**src/rtl/intc_timer_pkg.sv**
```systemverilog
// Shared constants for the interrupt controller timer.
// Assumes a 32-bit register port with a 2-bit select.
package intc_timer_pkg;
    typedef enum logic [1:0] {
        SEL_ENTRY = 2'd0,
        SEL_INIT  = 2'd1,
        SEL_CUR   = 2'd2,
        SEL_DIV   = 2'd3
    } tmr_sel_e;

    localparam int ENTRY_PERIODIC_BIT = 17;
    localparam int ENTRY_MASK_BIT     = 16;
    localparam logic [3:0] DIV_KEEP   = 4'hB;
endpackage

```
**src/rtl/tmr_prescale.sv**
```systemverilog
// Prescaler: emits a tick every 2^((code+1) mod 8) clocks.
// Assumes restart clears the phase so the first tick comes a full period later.
module tmr_prescale #(
    parameter int SHW = 3
) (
    input  logic           clk,
    input  logic           rst_n,
    input  logic           restart,
    input  logic [SHW-1:0] code,
    output logic           tick
);
    localparam int PCW = (1 << SHW) - 1;

    logic [SHW-1:0] shift;
    logic [PCW-1:0] phase;
    logic [PCW-1:0] mask;

    // Shift amount and the phase mask that goes with it.
    always_comb begin
        shift = code + 1'b1;
        mask  = PCW'((1 << shift) - 1);
        tick  = (phase & mask) == mask;
    end

    // Free-running phase counter, cleared by reset or restart.
    always_ff @(posedge clk) begin
        if (!rst_n || restart) phase <= '0;
        else                   phase <= phase + 1'b1;
    end
endmodule

```
**src/rtl/tmr_count.sv**
```systemverilog
// Down counter: decrements on ticks, saturates or reloads at zero,
// and flags expiry. A load overrides a tick in the same cycle.
module tmr_count #(
    parameter int CW = 32
) (
    input  logic          clk,
    input  logic          rst_n,
    input  logic          load,
    input  logic [CW-1:0] load_val,
    input  logic [CW-1:0] reload_val,
    input  logic          tick,
    input  logic          periodic,
    output logic [CW-1:0] cur,
    output logic          expire
);
    logic armed;
    logic at_zero;

    // Expiry decision for this cycle's tick.
    always_comb begin
        at_zero = (cur == '0);
        expire  = tick && !load && at_zero &&
                  (periodic ? (reload_val != '0) : armed);
    end

    // Counter and one-shot arming state.
    always_ff @(posedge clk) begin
        if (!rst_n) begin
            cur   <= '0;
            armed <= 1'b0;
        end else if (load) begin
            cur   <= load_val;
            armed <= (load_val != '0);
        end else if (tick) begin
            if (!at_zero)      cur <= cur - 1'b1;
            else if (periodic) cur <= reload_val;
            if (at_zero && !periodic) armed <= 1'b0;
        end
    end

    AST_ONESHOT_SATURATE: assert property (@(posedge clk) disable iff (!rst_n)
        (!periodic && !load && tick && at_zero) |=> (cur == '0));
    AST_COUNT_STEP: assert property (@(posedge clk) disable iff (!rst_n)
        (!load && cur != '0) |=> (cur == $past(cur) || cur == $past(cur) - 1'b1));
    AST_PERIODIC_ZERO_SILENT: assert property (@(posedge clk) disable iff (!rst_n)
        (periodic && reload_val == '0) |-> !expire);
endmodule

```
**src/rtl/intc_timer.sv**
```systemverilog
// Interrupt controller countdown timer: register port, prescaler,
// counter and request output. Assumes a single writer and no bus decode.
module intc_timer
    import intc_timer_pkg::*;
#(
    parameter int DW  = 32,
    parameter int VW  = 8,
    parameter int SHW = 3
) (
    input  logic          clk,
    input  logic          rst_n,
    input  logic          wr_en,
    input  logic [1:0]    reg_sel,
    input  logic [DW-1:0] wr_data,
    output logic [DW-1:0] rd_data,
    output logic          irq_valid,
    output logic [VW-1:0] irq_vector
);
    logic [VW-1:0] vec_q;
    logic          mask_q;
    logic          periodic_q;
    logic [DW-1:0] init_q;
    logic [3:0]    div_q;
    logic          load;
    logic          tick;
    logic          expire;
    logic [DW-1:0] cur;
    logic [SHW-1:0] code;

    assign load = wr_en && (reg_sel == SEL_INIT);
    assign code = {div_q[3], div_q[1], div_q[0]};

    // Register writes; the current-count select is read-only.
    always_ff @(posedge clk) begin
        if (!rst_n) begin
            vec_q      <= '0;
            mask_q     <= 1'b1;
            periodic_q <= 1'b0;
            init_q     <= '0;
            div_q      <= '0;
        end else if (wr_en) begin
            unique case (reg_sel)
                SEL_ENTRY: begin
                    vec_q      <= wr_data[VW-1:0];
                    mask_q     <= wr_data[ENTRY_MASK_BIT];
                    periodic_q <= wr_data[ENTRY_PERIODIC_BIT];
                end
                SEL_INIT: init_q <= wr_data;
                SEL_DIV:  div_q  <= wr_data[3:0] & DIV_KEEP;
                default:  ;
            endcase
        end
    end

    // Read mux for the register port.
    always_comb begin
        rd_data = '0;
        unique case (reg_sel)
            SEL_ENTRY: begin
                rd_data[VW-1:0]           = vec_q;
                rd_data[ENTRY_MASK_BIT]     = mask_q;
                rd_data[ENTRY_PERIODIC_BIT] = periodic_q;
            end
            SEL_INIT: rd_data = init_q;
            SEL_CUR:  rd_data = cur;
            SEL_DIV:  rd_data[3:0] = div_q;
            default:  ;
        endcase
    end

    tmr_prescale #(.SHW(SHW)) u_pre (
        .clk     (clk),
        .rst_n   (rst_n),
        .restart (load),
        .code    (code),
        .tick    (tick)
    );

    tmr_count #(.CW(DW)) u_cnt (
        .clk        (clk),
        .rst_n      (rst_n),
        .load       (load),
        .load_val   (wr_data),
        .reload_val (init_q),
        .tick       (tick),
        .periodic   (periodic_q),
        .cur        (cur),
        .expire     (expire)
    );

    // Request register: a pulse on an unmasked expiry, carrying the vector.
    always_ff @(posedge clk) begin
        if (!rst_n) begin
            irq_valid  <= 1'b0;
            irq_vector <= '0;
        end else begin
            irq_valid <= expire && !mask_q;
            if (expire) irq_vector <= vec_q;
        end
    end

    AST_MASK_BLOCKS: assert property (@(posedge clk) disable iff (!rst_n)
        irq_valid |-> !$past(mask_q));
    AST_SINGLE_PULSE: assert property (@(posedge clk) disable iff (!rst_n)
        irq_valid |=> !irq_valid);
    AST_DIV_BITS: assert property (@(posedge clk) disable iff (!rst_n)
        (div_q & ~DIV_KEEP) == 4'h0);
endmodule

```
**config.mk**
```make
export PLATFORM = sky130hd
export DESIGN_NAME = intc_timer
export DESIGN_NICKNAME = d
export VERILOG_FILES = /design/src/rtl/intc_timer_pkg.sv /design/src/rtl/tmr_prescale.sv /design/src/rtl/tmr_count.sv /design/src/rtl/intc_timer.sv
export SDC_FILE = /design/constraint.sdc
export NUM_CORES = 1
export LEC_CHECK = 0
export ABC_AREA = 1
export BUFFER_PORTS_ARGS = -buffer_cell sky130_fd_sc_hd__buf_4
export CAP_MARGIN = 20
export CORE_ASPECT_RATIO = 1.75
export CORE_MARGIN = 2
export CORE_UTILIZATION = 50
export CTS_CLUSTER_DIAMETER = 120
export DETAILED_ROUTE_END_ITERATION = 6
export PLACE_DENSITY = 0.71
export SKIP_LAST_GASP = 1
export SYNTH_ARGS = -nofsm -noshare
export SYNTH_HDL_FRONTEND = slang
export SYNTH_SLANG_ARGS = --single-unit
```
**constraint.sdc**
```tcl
create_clock -name clk -period 2.06 [get_ports clk]
set_input_delay 0.309 -clock clk [delete_from_list [all_inputs] [get_ports clk]]
set_output_delay 0.309 -clock clk [all_outputs]
set_load 0.05 [all_outputs]
```
# After elaboration in Yosys (flattened, before gate mapping)
# Index checks and enable logic that the tools add are counted.
word_totals:
  reg_bits: 94
  latchBits: 0
  mem_bits_rw: 0
  mem_bits_ro: 0
  in_bits: 37
  output_inout_bits: 41
  word_cells: 56
  mem_count: 0
classes:
  addsub: 4
  mul: 0
  n_div: 0
  magnitude_cmp: 0
  n_eq_ne: 5
  shift: 1
  n_mux: 13
  bitwise: 1
  n_reduce_logical: 22
op_table:
  columns: ["operator", "count"]
  rows:
  - ["$mux 32", 4]
  - ["$reduce_bool 32->1", 2]
  - ["$logic_not 32->1", 1]
  - ["$sub 32x1->32 const B", 1]
  - ["$pmux 14 s2", 1]
  - ["$pmux 4 s4", 1]
  - ["$pmux 8 s2", 1]
  - ["$pmux 4 s3", 1]
  - ["$reduce_and 2->1", 5]
  - ["$add 7x1->7 const B", 1]
  - ["$and 7x7->7", 1]
  - ["$eq 7x7->1", 1]
  - ["$shl 1x3->7 const A", 1]
  - ["$sub 7x2->7 const B", 1]
  - ["$logic_and 1x1->1", 6]
  - ["$pmux 2 s3", 1]
  - ["$eq 2x2->1 const B", 2]
  - ["$logic_not 1->1", 4]
  - ["$mux 1", 4]
  - ["$reduce_bool 2->1", 2]
  - ["$add 3x1->3 const B", 1]
  - ["$ne 3x2->1 const B", 1]
  - ["$eq 2x1->1 const B", 1]
  - ["$logic_not 2->1", 1]
  - ["$logic_or 1x1->1", 1]

# Depth between registers and ports, before layout
# Gate-level depths: netlist of the first run.
logic_depth:
  ltp_word: 9
  depth_mapped: 16
  mapped_depth_nobuf: 15

# Modules after synthesis
# Synthesis of the first run repeated with hierarchy kept, for this count alone.
hier_totals:
  cells_unflattened: 1046
  area_unflattened_um2: 6248.5
modules_own_cells:
  columns: ["module", "n_inst", "cells_per_inst", "area_per_inst_um2", "seq_area_each_um2"]
  rows:
  - ["tmr_count", 1, 586, 3211.8, 660.6]
  - ["intc_timer", 1, 385, 2561.2, 1081.0]
  - ["tmr_prescale", 1, 75, 475.5, 140.1]

# Least setup slack after synthesis of the first run
# No wires, ideal clock.
synth_timing:
  path_type: "input-to-output"
  from: "input port reg_sel[0]"
  to: "output port rd_data[0]"
  arrival_ns: 2.124
  required_time_ns: 1.751
  slack_ns: -0.373
  stages: 6
  path_buffers: 0
  cell_sequence: "inv_1 > ha_1 > clkinv_1 > o22ai_1 > a21oi_1 > o21ai_0"
synth_via:
  elab_chain_len: 2
  elab_cells_between_ends: 5
  classes_between: "eq/ne (3); mux (1); reduce/logical (1)"
synth_rtl:
  columns: ["item", "line", "text"]
  rows:
  - ["start: declaration", "intc_timer.sv:13", "input logic [1:0] reg_sel,"]
  - ["$eq 2x2->1 (tied with other cells)", "intc_timer.sv:58", "unique case (reg_sel)"]
  - ["$pmux 4 s4 (*)", "intc_timer.sv:58", null]
  - ["end: declaration", "intc_timer.sv:15", "output logic [DW-1:0] rd_data,"]
# Every way passes the cells marked *; elsewhere a longest branch is shown, timed or not.

# Worst setup path after layout of the first run
layout_timing:
  from: "input port reg_sel[1]"
  to: "output port rd_data[17]"
layout_via:
  elab_chain_len: 2
  elab_cells_between_ends: 4
  classes_between: "eq/ne (2); mux (1); reduce/logical (1)"
layout_rtl:
  columns: ["item", "line"]
  rows:
  - ["$eq 2x2->1 (tied with other cells)", "intc_timer.sv:58"]
  - ["$pmux 2 s3 (*)", "intc_timer.sv:58"]
# Marked as above.

==> metrics.txt, run 1 <==
Hold Buf Count CTS=0; Max FO, Critical Path=13; grt met2 use=60.3%; worst hold path type=input pin to flop; I/O Buffers=77; Synth Register Bits=94; Unique masters post-synth=37; Worst-path clk slew=70 ps; VDD IR max=940 uV; worst hold slack=236 ps; PD cells=1260 nW/um^2; cts bufs inserted=9; vias in the first global route=6696; Warnings, synthesis=0; post-DP HPWL=15300 um; DIE AREA=12800 sq um; setup TNS=0 ps; die span in x=86.4 um; total grt overflow=0; max cap viols=0; Mapped Area=5940 sq um; mux share of post-synthesis cell area=0.189%; CTS Sinks=94; clock buffer depth=2; Leakage=3.55 nW; Seq/Total Area, Yosys=31.7%; syn_nets=1025; Die Ht=148 um; DRT antenna net count=0; xor and xnor area share after synthesis=1.33%; fill cell count=1071; Worst setup EP type=output port; final WL=21500 um; met1 Usage GRT=34.9%; # setup viols final=0; drt first pass iters=5; RSZ-0062 raised after global routing=true; GRT Max-Usage Layer=met2; Register-to-Register Path Depth=15; Ports=78; antenna diode count=0; core area=11600 sq um; largest net degree at the start of global routing=61; Mean Syn Cell Area=6.08 sq um; Final nets=1151; Mapped Cells=978; share of layout cells above drive strength 1=23.4%; Hold Vio Cnt, Final=0; Clock H-tree levels=3; RePlAce Congestion=0.957; worst hold path depth=3; DRC viols=0; Peak Freq=486 MHz; area fraction in compound gates after synthesis=14.5%; met3 Use GR=3.44%; max-slew violation count=0; clock root buffer=clkbuf_16; Area Overhead vs Synth=31.3%; Post-Synth Adder-Cell Area=2.11%; global-route wire length before repair=32700 um; final worst path period share=99.8%; total track usage=32.4%; row cnt=52; CP required=1750 ps; DRT iter0 DRCs=484; Initial Util=51.3%; Clock Skew=11.5 ps; outcome=complete, no violations; Data arrival, critical path=1750 ps; CTS tree=built; Post-Synth Simple-Gate Area=40.2%; drt wl/cell=17.3 um; Period minus WS final=2060 ps; main combinational cell family by area after synthesis=simple AND/OR/NAND/NOR gates; initial antenna violation count=0; critical path type=input pin to output port; Worst Max-Slew Pin Slew=551 ps; most common cell after layout, fill and taps aside=nand2_1; slew margin rel.=62.9%; vias per inst=5.70; CP startpoint kind=input pin; clk_lat worst skew=350 ps; via count=7089; most frequent cells in the layout=293 x nand2_1, 142 x buf_4, 120 x nor2_1
worst paths after layout:
path,slack [ps],to,startpoint
worst max-delay path,4,rd_data[17],reg_sel[1]
worst min-delay path,240,vec_q[2],wr_data[2]
worst max register to register,50,u_cnt.cur[28],div_q[1]
worst min register to register,460,u_pre.phase[0],u_pre.phase[0]
cell usage after synthesis:
library cell / n / area share, %
a21oi_1: 75 / 6.3
and2_1: 1 / 0.11
buf_1: 3 / 0.19
buf_2: 5 / 0.42
buf_4: 6 / 0.76
buf_6: 3 / 0.57
clkbuf_1: 25 / 1.6
clkinv_1: 4 / 0.25
dfxtp_1: 94 / 32
ha_1: 10 / 2.1
inv_1: 95 / 6.0
inv_2: 3 / 0.19
mux2_2: 1 / 0.19
nand2_1: 300 / 19
nand2_2: 2 / 0.21
nand2_4: 1 / 0.19
nand3_1: 76 / 6.4
nand3_2: 1 / 0.17
nand3_4: 1 / 0.29
nand3b_1: 4 / 0.51
nand4_1: 13 / 1.4
nand4_2: 1 / 0.21
nor2_1: 132 / 8.3
nor2_2: 7 / 0.74
nor2_4: 3 / 0.57
nor3_1: 7 / 0.59
nor4_1: 10 / 1.1
o211ai_4: 1 / 0.36
o21a_1: 1 / 0.13
o21ai_0: 33 / 2.8
o21ai_1: 6 / 0.51
o221ai_1: 6 / 0.88
o22ai_1: 34 / 3.6
or2_0: 2 / 0.21
or2_2: 3 / 0.32
xnor2_1: 4 / 0.59
xor2_1: 5 / 0.74
report_power, final:
group / internal (mW) / switching, mW
logic: 2.14 / 3.69
registers: 1.99 / 0.142
clock network: 1.10 / 0.768
cell families after synthesis:
kind of cell    Yosys count
simple gates            564
compound gates          156
buf+inv                 144
flops                    94
fa+ha+maj                10
xor+xnor                  9
mux                       1
flip-flops by register name, indices dropped and copies added (netlist names):
name	flops
irq_vector	8
div_q	3
periodic_q	1
u_cnt.armed	1
mask_q	1
u_cnt.cur	32
u_pre.phase	7
irq_valid	1
vec_q	8
init_q	32
layout make-up:
type	count	area (sq um)	share of cell area, %
Sequential cell	94	1890	24.2
Clock buffer	10	239	3.06
Clock inverter	6	90.1	1.15
Timing Repair Buffer	155	1320	16.9
Multi-Input combinational cell	741	3680	47.2
Timing Repair inverter	1	7.51	0.0962
Tap cell	135	169	2.16
Inverter	102	400	5.13
worst max-delay path: stages:
cell        delay [ps]
buf_4              120
inv_1              140
ha_4               210
buf_12             170
clkinvlp_4         170
o221ai_1           270
nand2_1            100
inv_1               70
buf_4              190
stage by stage:
| step | setup WS, ps | power, mW | std cells | area [sq um] | util [%] |
|---|---|---|---|---|---|
| 2_1_floorplan | 4.84 | 5.89 | 978 | 6020 | - |
| 3_3_place_gp | 44.6 | 7.55 | 1211 | 7080 | 61.1 |
| 3_5_place_dp | 17.2 | 7.56 | 1211 | 7080 | 61.1 |
| 4_1_cts | 17.8 | 9.44 | 1227 | 7410 | 64.0 |
| 5_1_grt | -122 | 10.5 | 1244 | 7800 | 67.4 |
| 6_report | 4.12 | 9.84 | 1244 | 7800 | 67.4 |
what timing repair did:
action	in CTS	in global routing
pin swaps	0	13
gates resized for setup	1	62
setup endpoints to repair	2	51
buffers inserted	0	10
hold endpoints to repair	0	0
gates cloned	0	7
metal layers:
layer | wire length [um] | share of wire, %
met5 | 0 | 0
met4 | 1300 | 6.0
met3 | 868 | 4.0
met2 | 11400 | 53
met1 | 7950 | 37
(Power assumes the default switching activity.)
==> inputs of run 2 (changes only) <==
--- a/config.mk
+++ b/config.mk
@@ -5,15 +5,15 @@
 export SDC_FILE = /design/constraint.sdc
 export NUM_CORES = 1
 export LEC_CHECK = 0
-export ABC_AREA = 1
+export ABC_AREA = 0
 export BUFFER_PORTS_ARGS = -buffer_cell sky130_fd_sc_hd__buf_4
 export CAP_MARGIN = 20
 export CORE_ASPECT_RATIO = 1.75
 export CORE_MARGIN = 2
-export CORE_UTILIZATION = 50
+export CORE_UTILIZATION = 58
 export CTS_CLUSTER_DIAMETER = 120
 export DETAILED_ROUTE_END_ITERATION = 6
-export PLACE_DENSITY = 0.71
+export PLACE_DENSITY = 0.81
 export SKIP_LAST_GASP = 1
 export SYNTH_ARGS = -nofsm -noshare
 export SYNTH_HDL_FRONTEND = slang
==> metrics.txt, run 2 <==
outcome=finished, violations left; failing checks=negative setup slack; Worst Max-Slew Pin Slew=669 ps (+117 ps); RePlAce Congestion=0.991 (+3.6%); Top Layer Used=met4; DRT iter0 DRCs=917 (+89%); DIE AREA=10200 sq um (-20%); Hold Vio Cnt, Final=0 (unchanged); commonest cells in the synthesized netlist=124 x nand2_1, 94 x dfxtp_1, 66 x a21oi_1; I/O Buffers=77 (unchanged); global-route wire length before repair=33100 um (+1.3%); Max FO, Critical Path=6 (-7); vias per inst=6.54 (+15%); RSZ-0062 raised after global routing=true; register area=1890 sq um (-0.33%); main combinational cell family by area after synthesis=simple AND/OR/NAND/NOR gates; # setup viols final=42 (+42); Ports=78 (unchanged); DRC viols=0 (unchanged); row cnt=46 (-12%); worst setup margin=-403 ps (-407 ps); Synth Register Bits=94 (unchanged); largest net degree at the start of global routing=42 (-31%); syn_nets=760 (-26%); most common cell after layout, fill and taps aside=buf_4; async set-or-reset flop fraction in the synthesized netlist=0% (unchanged); biggest registers after layout=init_q: 32 flops, u_cnt.cur: 32 flops; clock root buffer=clkbuf_16; core area=9090 sq um (-21%); Mapped Area=5440 sq um (-8.4%); DRT antenna net count=0 (unchanged); Period minus WS final=2460 ps (+407 ps); die span in x=77.2 um (-11%); Initial Util=59.8% (+8.5 points); Clock Skew=7.04 ps (-4.43 ps); Worst-path clk slew=70 ps (about the same); final instance area=7630 sq um (-2.2%); drt first pass iters=6 (+1); Warnings, synthesis=0 (unchanged); VDD IR max=593 uV (-37%); share of Yosys cell area claimed by the top area cell type=34.6% (+2.9 points); Worst setup EP type=flop; initial antenna violation count=0 (unchanged); Synth Flop Type=dfxtp_1; cts bufs inserted=9 (unchanged); Clock H-tree levels=3 (unchanged); worst hold path type=input pin to flop; Final Util=83.9% (+17 points); drt wl/cell=20.8 um (+20%); Mean Syn Cell Area=7.63 sq um (+26%); Yosys top cell by area=dfxtp_1; Seq/Total Area, Yosys=34.6% (+2.9 points); slew margin rel.=55.0% (-7.9 points); Post-Synth Adder-Cell Area=2.30% (+0.19 points); critical path type=flop to flop; total grt overflow=0 (unchanged); met3 routed WL=1870 um (+120%); via count=6586 (-7.1%); multi-input logic area=3570 sq um (-3.0%); PD cells=765 nW/um^2 (-39%); vias in the first global route=6675 (-0.31%); Metal-1 WL=6930 um (-13%); Mapped Cells=713 (-27%); final worst path period share=120% (+20 points); Data arrival, critical path=2740 ps (+990 ps); Leakage=3.16 nW (-11%); antenna diode count=0 (unchanged); synth top area cells=dfxtp_1 35%, nand2_1 8.6%, a21oi_1 6.1%, o21ai_0 4.0%, mux2i_1 3.3%; Final nets=929 (-19%); final WL=21000 um (-2.7%); Area Overhead vs Synth=40.2%; Post-synth EDFFs=0 (unchanged); Post-Synth Simple-Gate Area=26.6% (-14 points); most frequent cells in the layout=198 x buf_4, 123 x nand2_1, 91 x dfxtp_1; Total Power=5.84 mW (-41%); CP startpoint kind=flop; share of layout cells above drive strength 1=34.5% (+11 points); fill cell count=591 (-45%); mux share of post-synthesis cell area=3.31% (+3.1 points); WL met2=10500 um (-8.5%); total track usage=40.8% (+8.4 points); max cap viols=0 (unchanged); clock buffer depth=2 (unchanged); CP required=2340 ps (+590 ps); Hold Buf Count CTS=0 (unchanged); Unique masters post-synth=55 (+49%); Peak Freq=406 MHz (-17%); pre-CTS worst setup slack=-497 ps (-514 ps); top-count cell post-synth=nand2_1; CTS Sinks=94 (unchanged); Die Ht=132 um (-11%); area fraction in compound gates after synthesis=25.1% (+11 points); CTS tree=built; xor and xnor area share after synthesis=3.06% (+1.7 points); clk_lat worst skew=350 ps (about the same); post-DP HPWL=14800 um (-3.3%); max-slew violation count=0 (unchanged); placed instance area=7150 sq um (+0.94%)
## run 2: worst paths after layout
check                       from  slack (ps)  cells after the start        endpoint
setup / recovery        div_q[3]        -400                      9       irq_valid
hold / removal       wr_data[10]         220                      3      init_q[10]
setup reg to reg        div_q[3]        -400                      9       irq_valid
hold reg to reg   u_pre.phase[0]         470                      1  u_pre.phase[0]
## run 2: cells by family (layout without fill, tap and decap cells)
kind of cell / Yosys count / after routing
AOI/OAI and AO/OA: 205 / 205
xor gates and xnor gates: 19 / 19
adders and majority gates: 10 / 10
buffers and inverters: 69 / 242
DFF: 94 / 94
muxes: 18 / 18
and+or+nand+nor: 298 / 299
## run 2: metal layers
| metal | vias to the layer above | GRT usage (%) |
|---|---|---|
| li1 | 2929 | - |
| met1 | 3021 | 44.4 |
| met2 | 478 | 70.3 |
| met3 | 158 | 6.99 |
| met4 | 0 | 29.0 |
| met5 | - | 0 |
## run 2: power by group
part	total, mW	internal [mW]	switching (mW)
clock	1.61	0.853	0.758
combinational	2.23	1.01	1.21
sequential	2.00	1.92	0.0778
## run 2: through the flow
stage / cells / hold slack, ps / setup TNS (ps)
2_1_floorplan: 713 / 418 / -13090
5_1_grt: 1007 / 220 / -16360
6_report: 1007 / 218 / -12750
3_5_place_dp: 981 / 461 / -14780
4_1_cts: 1005 / 215 / -10150
3_3_place_gp: 981 / 441 / -12570
## run 2: what timing repair did
item                                    in CTS  in global routing
pin swaps                                    9                  5
cloned                                       1                  0
setup buffers                                7                  2
endpoints found under the setup margin      62                 43
resized for setup                           20                 10
## run 2: layout make-up
type | count | share of cell area [%]
multi-input combinational | 551 | 46.8
sequential | 94 | 24.7
timing repair buffer | 209 | 22.0
clock buffer | 11 | 3.18
tap | 120 | 1.97
inverter | 17 | 0.836
clock inverter | 5 | 0.459
## run 2: critical path, cell delays in order (launching register included)
cell,delay [ps]
dfxtp_2,320
or3_4,400
ha_4,190
a22oi_2,170
nor3_2,60
o31ai_2,290
buf_4,200
nand3_4,100
or4_4,490
nor3_2,160
==> inputs of run 3 (changes only) <==
--- a/config.mk
+++ b/config.mk
@@ -5,12 +5,12 @@
 export SDC_FILE = /design/constraint.sdc
 export NUM_CORES = 1
 export LEC_CHECK = 0
-export ABC_AREA = 0
+export ABC_AREA = 1
 export BUFFER_PORTS_ARGS = -buffer_cell sky130_fd_sc_hd__buf_4
 export CAP_MARGIN = 20
 export CORE_ASPECT_RATIO = 1.75
 export CORE_MARGIN = 2
-export CORE_UTILIZATION = 58
+export CORE_UTILIZATION = 59
 export CTS_CLUSTER_DIAMETER = 120
 export DETAILED_ROUTE_END_ITERATION = 6
 export PLACE_DENSITY = 0.81
==> metrics.txt, run 3 (synthesized netlist as in run 1, its figures left out) <==
outcome=finished, violations left; failing checks=negative setup slack; Period minus WS final=2090 ps (-378 ps); DRT iter0 DRCs=640 (-30%); Top delay family on crit path=simple AND/OR/NAND/NOR gates; global-route wire length before repair=31700 um (-4.3%); max-slew violation count=0 (unchanged); CTS tree=built; core area=9850 sq um (+8.3%); Data arrival, critical path=2320 ps (-420 ps); CP startpoint=u_cnt.cur[17]; vias in the first global route=6680 (+0.075%); initial antenna violation count=0 (unchanged); CP required=2300 ps (-40 ps); Worst setup EP type=flop; Area Overhead vs Synth=29.6%; Hold Vio Cnt, Final=0 (unchanged); DRC viols=0 (unchanged); Worst path most repeated cell=nor2_1; cell chain of the critical path=nor2_1 > nand2_1 > nor2_1 > nand2_2 > nor2_4 > nand2_2 > nand3_4 > nand2_8 > clkbuf_16 > o21ai_1 > nor2_1; Max FO, Critical Path=8 (+2); Clock H-tree levels=3 (unchanged); met1 Usage GRT=38.1% (-6.2 points); RePlAce Congestion=0.996 (+0.50%); total grt overflow=0 (unchanged); met3 Use GR=5.41% (-1.6 points); antenna diode count=0 (unchanged); drt first pass iters=6 (unchanged); Critical-path top delay cell=dfxtp_1; grt met2 use=68.2% (-2.1 points); PD cells=1300 nW/um^2 (+70%); worst hold path type=input pin to flop; most frequent cells in the layout=296 x nand2_1, 137 x buf_4, 122 x nor2_1; row cnt=48 (+4.3%); clock root buffer=clkbuf_16; Post-Layout Cell Count=1228 (+22%); most common cell after layout, fill and taps aside=nand2_1; GRT Max-Usage Layer=met2; largest net degree at the start of global routing=61 (+45%); critical path type=flop to flop; Clock Skew=9.51 ps (+2.47 ps); VDD IR max=738 uV (+25%); Final nets=1146 (+23%); biggest registers after layout=init_q: 32 flops, u_cnt.cur: 32 flops; slew margin rel.=65.6% (+11 points); total track usage=37.5% (-3.3 points); Ports=78 (unchanged); I/O Buffers=77 (unchanged); Leakage=3.51 nW (+11%); Final Util=78.2% (-5.7 points); max cap viols=0 (unchanged); share of layout cells above drive strength 1=22.1% (-12 points); drt wl/cell=17.4 um (-16%); Hold Buf Count CTS=0 (unchanged); pre-CTS worst setup slack=-9.30 ps (+488 ps); CP peak stage delay=370 ps (-120 ps); CP startpoint kind=flop; HP Start=wr_data[16]; Worst-path clk slew=60 ps (about the same); worst setup margin=-25.2 ps (+378 ps); buffers and inverters on the worst path=1 (unchanged); clock buffer depth=2 (unchanged); Initial Util=60.3% (+0.50 points); vias per inst=5.85 (-10%); RR Startpoint=u_cnt.cur[17]; final worst path period share=101% (-18 points); clk_lat worst skew=360 ps (about the same); via count=7189 (+9.2%); # setup viols final=1 (-98%); fill cell count=797 (+35%); Peak Freq=480 MHz (+18%); die span in x=79.9 um (+3.4%); Worst Max-Slew Pin Slew=511 ps (-158 ps); placed cell count=1198 (+22%); DIE AREA=10900 sq um (+7.1%); final WL=21400 um (+2.0%); post-DP HPWL=14900 um (+0.91%); DRT antenna net count=0 (unchanged); Die Ht=137 um (+3.5%); CTS Sinks=94 (unchanged); cts bufs inserted=9 (unchanged)
[run 3: path summary, 6_finish.rpt]
kind | endpoint | slack (ps) | depth (start not counted)
setup / recovery | u_cnt.cur[18] | -30 | 11
hold / removal | mask_q | 220 | 3
setup reg to reg | u_cnt.cur[18] | -30 | 11
hold reg to reg | u_pre.phase[0] | 470 | 1
[run 3: where the power goes]
group / switching (mW) / internal [mW] / total, mW
Sequential: 0.141 / 1.99 / 2.14
Combinational: 3.84 / 2.17 / 6.01
Clock: 0.752 / 1.10 / 1.85
[run 3: final cells by class]
type / count / area (sq um) / area share, %
Clock buffer: 10 / 239 / 3.10
Clock inverter: 5 / 82.6 / 1.07
Inverter: 102 / 390 / 5.07
Multi-Input combinational cell: 743 / 3710 / 48.2
Sequential cell: 94 / 1890 / 24.5
Tap cell: 125 / 156 / 2.03
Timing Repair Buffer: 148 / 1230 / 15.9
Timing Repair inverter: 1 / 7.51 / 0.0975
[run 3: tightest hold or removal path, cell delays in order]
cell     delay, ps
buf_4          120
nand2_1         60
nand3_1         50
[run 3: what timing repair did]
| item | in CTS | in global routing |
|---|---|---|
| endpoints found under the setup margin | 17 | 45 |
| pin swaps | 0 | 15 |
| setup buffers | 0 | 10 |
| cloned | 0 | 5 |
| gates resized for setup | 3 | 46 |
[run 3: through the flow]
stage	power (mW)	setup TNS [ps]	hold slack (ps)	instance area [sq um]
final	9.99	-25.2	221	7700
after detailed placement	7.60	-20.3	451	7040
after CTS	9.48	0	220	7380
after floorplan	5.89	0	421	6020
after global routing	10.6	-2180	221	7700
after global placement	7.56	0	444	7040
[run 3: metal layers]
layer,vias to the layer above,share of wire (%)
met5,-,0
met4,0,8.4
met3,123,6.7
met2,380,51
met1,3262,34
li1,3424,-
